==> config.mk <==
export PLATFORM = sky130hd
export DESIGN_NAME = ss_activity_vec
export DESIGN_NICKNAME = d
export VERILOG_FILES = /design/src/rtl/ss_pkg.sv /design/src/rtl/ss_counter.sv /design/src/rtl/ss_thresh_reg.sv /design/src/rtl/ss_vec_latch.sv /design/src/rtl/ss_activity_vec.sv
export SDC_FILE = /design/constraint.sdc
export NUM_CORES = 1
export LEC_CHECK = 0
export ABC_AREA = 1
export BUFFER_PORTS_ARGS = -buffer_cell sky130_fd_sc_hd__buf_2
export CAP_MARGIN = 20
export CORE_ASPECT_RATIO = 0.5
export CORE_MARGIN = 3
export CORE_UTILIZATION = 36
export CTS_BUF_LIST = sky130_fd_sc_hd__clkbuf_2 sky130_fd_sc_hd__clkbuf_4 sky130_fd_sc_hd__clkbuf_8
export CTS_CLUSTER_SIZE = 16
export DETAILED_ROUTE_END_ITERATION = 6
export GPL_ROUTABILITY_DRIVEN = 1
export SYNTH_ARGS = -nofsm -noshare
export SYNTH_HDL_FRONTEND = slang
export SYNTH_HIERARCHICAL = 1
export SYNTH_SLANG_ARGS = --single-unit
==> constraint.sdc <==
create_clock -name clk -period 1.4 [get_ports clk]
set_input_delay 0.35 -clock clk [delete_from_list [all_inputs] [get_ports clk]]
set_output_delay 0.35 -clock clk [all_outputs]
set_load 0.1 [all_outputs]
==> src/rtl/ss_pkg.sv <==
package ss_pkg;
  localparam int SS_W   = 3;
  localparam int NUM_SS = 1 << SS_W;
  typedef logic [NUM_SS-1:0] ss_vec_t;
endpackage

==> src/rtl/ss_counter.sv <==
module ss_counter #(
  parameter int CNT_W = 8
) (
  input  logic             clk,
  input  logic             rst_n,
  input  logic             hit,
  input  logic             clr,
  output logic [CNT_W-1:0] count
);
  localparam logic [CNT_W-1:0] CNT_MAX = '1;

  always_ff @(posedge clk) begin
    if (!rst_n) begin
      count <= '0;
    end else if (clr) begin
      count <= CNT_W'(hit);
    end else if (hit && count != CNT_MAX) begin
      count <= count + 1'b1;
    end
  end
endmodule

==> src/rtl/ss_thresh_reg.sv <==
module ss_thresh_reg #(
  parameter int CNT_W = 8,
  parameter int THR_RST = 2
) (
  input  logic             clk,
  input  logic             rst_n,
  input  logic             wr_en,
  input  logic [CNT_W-1:0] wr_data,
  input  logic             boundary,
  output logic [CNT_W-1:0] thr_active
);
  logic [CNT_W-1:0] thr_pending;

  always_ff @(posedge clk) begin
    if (!rst_n) begin
      thr_pending <= CNT_W'(THR_RST);
      thr_active  <= CNT_W'(THR_RST);
    end else begin
      if (wr_en) thr_pending <= wr_data;
      if (boundary) thr_active <= thr_pending;
    end
  end
endmodule

==> src/rtl/ss_vec_latch.sv <==
module ss_vec_latch
  import ss_pkg::*;
(
  input  logic    clk,
  input  logic    rst_n,
  input  logic    capture,
  input  ss_vec_t bits_in,
  output ss_vec_t vec,
  output logic    valid
);
  always_ff @(posedge clk) begin
    if (!rst_n) begin
      vec   <= '0;
      valid <= 1'b0;
    end else if (capture) begin
      vec   <= bits_in;
      valid <= 1'b1;
    end
  end
endmodule

==> src/rtl/ss_activity_vec.sv <==
module ss_activity_vec
  import ss_pkg::*;
#(
  parameter int SET_W   = 6,
  parameter int CNT_W   = 8,
  parameter int THR_RST = 2
) (
  input  logic                clk,
  input  logic                rst_n,
  input  logic                acc_valid,
  output logic                acc_ready,
  input  logic [SET_W-1:0]    acc_set,
  input  logic                tick,
  input  logic                thr_wr_en,
  input  logic [CNT_W-1:0]    thr_wr_data,
  output logic [NUM_SS-1:0]   vec_out,
  output logic                vec_valid
);
  localparam int SS_LSB = SET_W - SS_W;

  logic             acc_fire;
  logic [SS_W-1:0]  ss_idx;
  logic [CNT_W-1:0] thr_active;
  ss_vec_t          over;

  assign acc_ready = 1'b1;
  assign acc_fire  = acc_valid && acc_ready;
  assign ss_idx    = acc_set[SET_W-1:SS_LSB];

  ss_thresh_reg #(.CNT_W(CNT_W), .THR_RST(THR_RST)) u_thr (
    .clk(clk), .rst_n(rst_n), .wr_en(thr_wr_en), .wr_data(thr_wr_data),
    .boundary(tick), .thr_active(thr_active)
  );

  for (genvar i = 0; i < NUM_SS; i++) begin : g_ss
    logic             hit;
    logic [CNT_W-1:0] count;
    assign hit = acc_fire && (ss_idx == SS_W'(i));
    ss_counter #(.CNT_W(CNT_W)) u_cnt (
      .clk(clk), .rst_n(rst_n), .hit(hit), .clr(tick), .count(count)
    );
    assign over[i] = count > thr_active;
  end

  ss_vec_latch u_latch (
    .clk(clk), .rst_n(rst_n), .capture(tick), .bits_in(over),
    .vec(vec_out), .valid(vec_valid)
  );
endmodule

Word-level counts from Yosys, hierarchy flattened. Cells that the tools add are included.

Flip-flop bits (word level): 89. Output and inout port bits: 10. Word-level logic and storage cells: 94.

$add $sub $neg: 8. Magnitude comparators: 8. Equality and inequality tests: 15. Multiplexer cells: 16. Bitwise gates (word level): 1. Reduce and logical (&&, ||, !) cells: 26.

Operator list (number): 8-bit by 1-bit adder with 8-bit output (second input constant) (8); 8-bit greater-than comparator (8); 8-bit != test (second input constant) (8); 1-bit logical AND (16); 1-bit two-way mux (16); 2-bit nonzero test (8); 3-bit == test (second input constant) (4); 3-bit by 2-bit == test with 1-bit output (second input constant) (2); 3-bit by 1-bit == test with 1-bit output (second input constant) (1); 3-bit logical NOT (1); 2-bit OR reduction (1); 1-bit NOT (1).

Depth between registers and ports, before layout.
Word-level depth: 5. Gate-level depth with buffers: 13.

Modules after synthesis. Netlist, hierarchy kept.

Modules (own cells, without submodules): ss_counter (times used 8, cells each 73, area each 486.7 sq um); ss_activity_vec (times used 1, cells each 258, area each 1630.3 sq um); ss_thresh_reg (times used 1, cells each 100, area each 691.9 sq um); ss_vec_latch (times used 1, cells each 53, area each 380.4 sq um).

Worst setup path before layout. Ideal clock, no wire load.

Kind: flip-flop to flip-flop. Start: register u_thr.thr_active[7]. End: register u_latch.vec[6]. Setup time: 0.118 ns. Arrival: 1.254 ns. Required time: 1.282 ns. Slack: 0.028 ns. Stages on the path, launching flop included: 12. Buffers on the path: 0. Path through: dfxtp_1 -> inv_1 -> ha_1 -> nand2_1 -> nor2_2 -> nand3_1 -> nor2_1 -> a21oi_1 -> inv_1 -> nand2_2 -> nand2_1 -> nor2_1.

Longest elaborated chain between the ends: 1.

Ends and longest elaborated chain: from (decl) (RTL line ss_thresh_reg.sv:10) `output logic [CNT_W-1:0] thr_active`; from (signal assigned) (RTL line ss_thresh_reg.sv:17) `thr_active <= CNT_W'(THR_RST);`; from (signal assigned) (RTL line ss_thresh_reg.sv:20) `if (boundary) thr_active <= thr_pending;`; 8-bit greater-than comparator (RTL line ss_activity_vec.sv:42) `assign over[i] = count > thr_active;`; via over[6] (RTL line ss_activity_vec.sv:24) `ss_vec_t over;`; to (signal assigned) (RTL line ss_vec_latch.sv:16) `vec <= bits_in;`; to (decl) (RTL line ss_vec_latch.sv:8) `output ss_vec_t vec,`.

The timed path passes the listed nets, and every way through them passes these cells. A chain may end at the register's enable or synchronous reset.

Worst setup path after layout.
Start: register u_thr.thr_active[6]. End: register u_latch.vec[2].

The elaborated chain is that of the path after synthesis.

==> out/summary.md <==
The worst path uses 115% of the clock period. The flop and latch count out of synthesis is 89, and the final global-route overflow total is 0. The total power after layout is 0.00546 W, and the number of iterations in the first detailed-routing pass is 4. Measured on the finished design, the core utilization comes to 48.2%. From left edge to right edge, the die measures 197 um. The logs give 11,600 um for the placed wire-length estimate after detailed placement and 23 for the unique cell type count in the Yosys netlist. The number of port buffers works out to 24. The floorplan step defined a core boundary enclosing 17,700 um2.

Pin placement for this block handled 29 I/O pins. The first global-routing pass estimated 26,800 um of wire. Setup total negative slack on the finished layout was measured at -1550 ps. TritonCTS built the clock tree.

The library cells used most frequently in the layout, excluding fill and tap cells, are sky130_fd_sc_hd__nand2_1 (233), sky130_fd_sc_hd__nor2_1 (154), sky130_fd_sc_hd__inv_1 (134), sky130_fd_sc_hd__nand3_1 (78), sky130_fd_sc_hd__buf_4 (67). Setup repair after global routing could not meet its margin everywhere. For the worst-skew pair, the clock arrives at the later sink with an insertion delay of 380 ps. Capturing instance or port of the critical path: u_latch/vec[2]. The smallest setup slack after layout was -213 ps. The logs give 3.83 nW for the leakage power and 1,705 for the filler cell count. For the peak supply drop, the log shows 0.000460 V.

Using the TritonRoute via totals, the vias-per-cell ratio works out to 4.78. In this run the remaining antenna-violating nets after routing total 0. The logs give 20,100 um2 for the die area and 1,180 for the final-stage net count. The worst hold slack is 178 ps.

The worst hold path stage count was 3. The number of hold buffers added after CTS was 0. The endpoint required time on the critical path was 1680 ps; the count of mapped cells out of synthesis was 995. Uppermost metal layer occupied by signal nets: met4. After floorplanning, the core was divided into 34 placement rows.

Measured in cells, the most critical reg-to-reg path has a length of 12. The layout cell share with drive strength beyond 1 is 26.9%. OpenSTA, run right after detailed placement, puts the worst setup slack at -267 ps.

In this run the deepest clock path goes through 2 buffers. For this run, the top clock speed supported by timing is 620 MHz. The endpoint of the worst-slack reg-to-reg timing path is u_latch/vec[2].

The initial antenna violation count is 0. The flow ran to the end, but the final reports show violations. STA classifies the critical path endpoint as a flop.

The checks that failed: setup timing. In this run, CTS created clock tree buffers numbering 9. Number of max-capacitance violations reported: 0. The length of routed met3 wiring was 557 um. The logs give 0.878 for the routability congestion estimate from global placement and 7920 um for the amount of wire on met2 after detailed routing. When the netlist entered floorplanning its net count stood at 1,086. The setup check on the worst reg-to-reg path leaves a slack of -210 ps.

In the final routed layout, each cell accounts on average for 12.3 um. Global routing consumed, over all layers together, 16.3% of the routing resources. The type of the setup path with the least slack is flop to flop. The leading cell type in the layout, fill and taps excluded is sky130_fd_sc_hd__nand2_1.

The logs give 3 for the number of levels in the clock H-tree and 14.8 ps for the worst clock skew. Clock-pin slew was measured on the worst setup and hold paths at 110 ps. The initial standard-cell utilization of the core is 37.4%, and the clock sink count is 89. Clock tree synthesis selected as its root buffer the cell sky130_fd_sc_hd__clkbuf_8.

Wires add up to 16,400 um. The setup violation total in the final timing report came out at 8. The hold violation total from the final report was 0.

Of all nets on the critical path, the largest fanout is 8. For this design the ratio of total power to cell area is 641 nW/um2. Entering global routing, the biggest net connects 36 pins. Relative to the synthesized area, the layout overhead comes to 29.1%. The remaining design rule violation count is 0. The tools report the sequential-to-total area share from yosys stat as 27.0%.

The tools report the startpoint of the most critical register-to-register path as u_thr/thr_active[6]. The tightest min-delay check is of the input pin to flop type. The detailed router put a total of 7760 um of wire on met1.

The netlist area before placement is 6600 um2, and the number of global-route vias before repair is 5,760. The data arrival at the endpoint of the critical path was 1890 ps. For this block, the initial DRC count from the detailed router was 327. The number of warnings issued by yosys was 6.

For the number of max-slew violations in the final report, the log shows 0. The origin of the worst setup path is u_thr/thr_active[6]. Startpoint type of the worst setup path: a flop. The via count is 6,353. The y dimension of the die is 102 um, and the clock period minus worst slack is 1610 ps. Mean post-synth cell area: 6.63 um2.
## logic make-up (layout without fill, tap and decap cells)
family | count (synthesis) | after routing | share of synthesized area [%]
other | 1 | 2 | 0.0568
AO/OA/AOI/OAI | 81 | 81 | 7.06
buffers and inverters | 156 | 255 | 11.3
AND/OR/NAND/NOR | 588 | 588 | 39.8
XOR/XNOR | 8 | 8 | 1.06
adder cells (fa/ha/maj) | 72 | 72 | 13.7
flip-flops | 89 | 89 | 27.0
## sequential cells by signal (all words and copies together), names as in the netlist
| register | cells |
|---|---|
| u_thr/thr_active | 8 |
| u_latch/valid | 1 |
| u_latch/vec | 8 |
| g_ss.u_cnt/count | 64 |
| u_thr/thr_pending | 8 |
## metrics by stage
| step | std cells | instance area, um2 |
|---|---|---|
| 6_report | 1329 | 8520 |
| 5_1_grt | 1328 | 8520 |
| 4_1_cts | 1327 | 8020 |
| 3_5_place_dp | 1308 | 7550 |
| 3_3_place_gp | 1308 | 7550 |
| 2_1_floorplan | 995 | 6600 |
## power by group
part | internal (W) | switching, W
logic | 0.000416 | 0.000630
clock network | 0.000699 | 0.00110
registers | 0.00257 | 0.0000442
total | 0.00369 | 0.00178
## worst min path at each step
stage                             start              endpoint  slack [ps]
floorplan           u_thr/thr_active[1]   u_thr/thr_active[1]         430
finish                   thr_wr_data[1]  u_thr/thr_pending[1]         180
global placement    u_thr/thr_active[1]   u_thr/thr_active[1]         440
detailed placement  u_thr/thr_active[1]   u_thr/thr_active[1]         450
global route             thr_wr_data[1]  u_thr/thr_pending[1]         180
CTS                      thr_wr_data[1]  u_thr/thr_pending[1]         160
## per-layer routing
layer,vias up,global-route usage (%)
met3,13,2.76
met1,2901,21.0
li1,3346,-
met2,93,28.6
met4,0,4.10
met5,-,0
## worst max-delay path, cell delays in order (launching register included)
cell                         delay, ps
sky130_fd_sc_hd__dfxtp_2           370
sky130_fd_sc_hd__clkinvlp_4        100
sky130_fd_sc_hd__buf_12            160
sky130_fd_sc_hd__ha_1              290
sky130_fd_sc_hd__nand2_2            70
sky130_fd_sc_hd__nor2_4            120
sky130_fd_sc_hd__nand3_1            70
sky130_fd_sc_hd__nor2_1            120
sky130_fd_sc_hd__a21oi_2            50
sky130_fd_sc_hd__inv_1              50
sky130_fd_sc_hd__nand2_1            40
sky130_fd_sc_hd__nand2_1            50
sky130_fd_sc_hd__nor2_1             30
## cell usage after synthesis, drive strengths merged
master | instances | area [um2]
nand2 | 278 | 1190
nor2 | 196 | 816
inv | 138 | 518
dfxtp | 89 | 1780
nand3 | 82 | 410
ha | 72 | 901
a21oi | 64 | 350
nand4 | 24 | 150
buf | 9 | 105
clkbuf | 9 | 124
a21o | 8 | 67.6
nor3b | 8 | 60.1
o21ai | 8 | 40.0
xor2 | 8 | 70.1
conb | 1 | 3.75
o21a | 1 | 7.51
## cell type report
class / count / area (um2) / share of cell area [%]
well taps: 234 / 293 / 3.44
diodes: 1 / 2.50 / 0.0294
repair buffers: 101 / 958 / 11.3
clock inverters: 7 / 70.1 / 0.823
multi-input cells: 750 / 4700 / 55.2
flip-flops and latches: 89 / 1840 / 21.6
inverters: 138 / 529 / 6.21
clock buffers: 9 / 124 / 1.45
## repair_timing
action	CTS	global route
pin swaps	17	24
setup endpoints to repair	12	71
setup buffers	3	1
resized for setup	33	105
No activity file was read; power rests on OpenSTA's default activity.
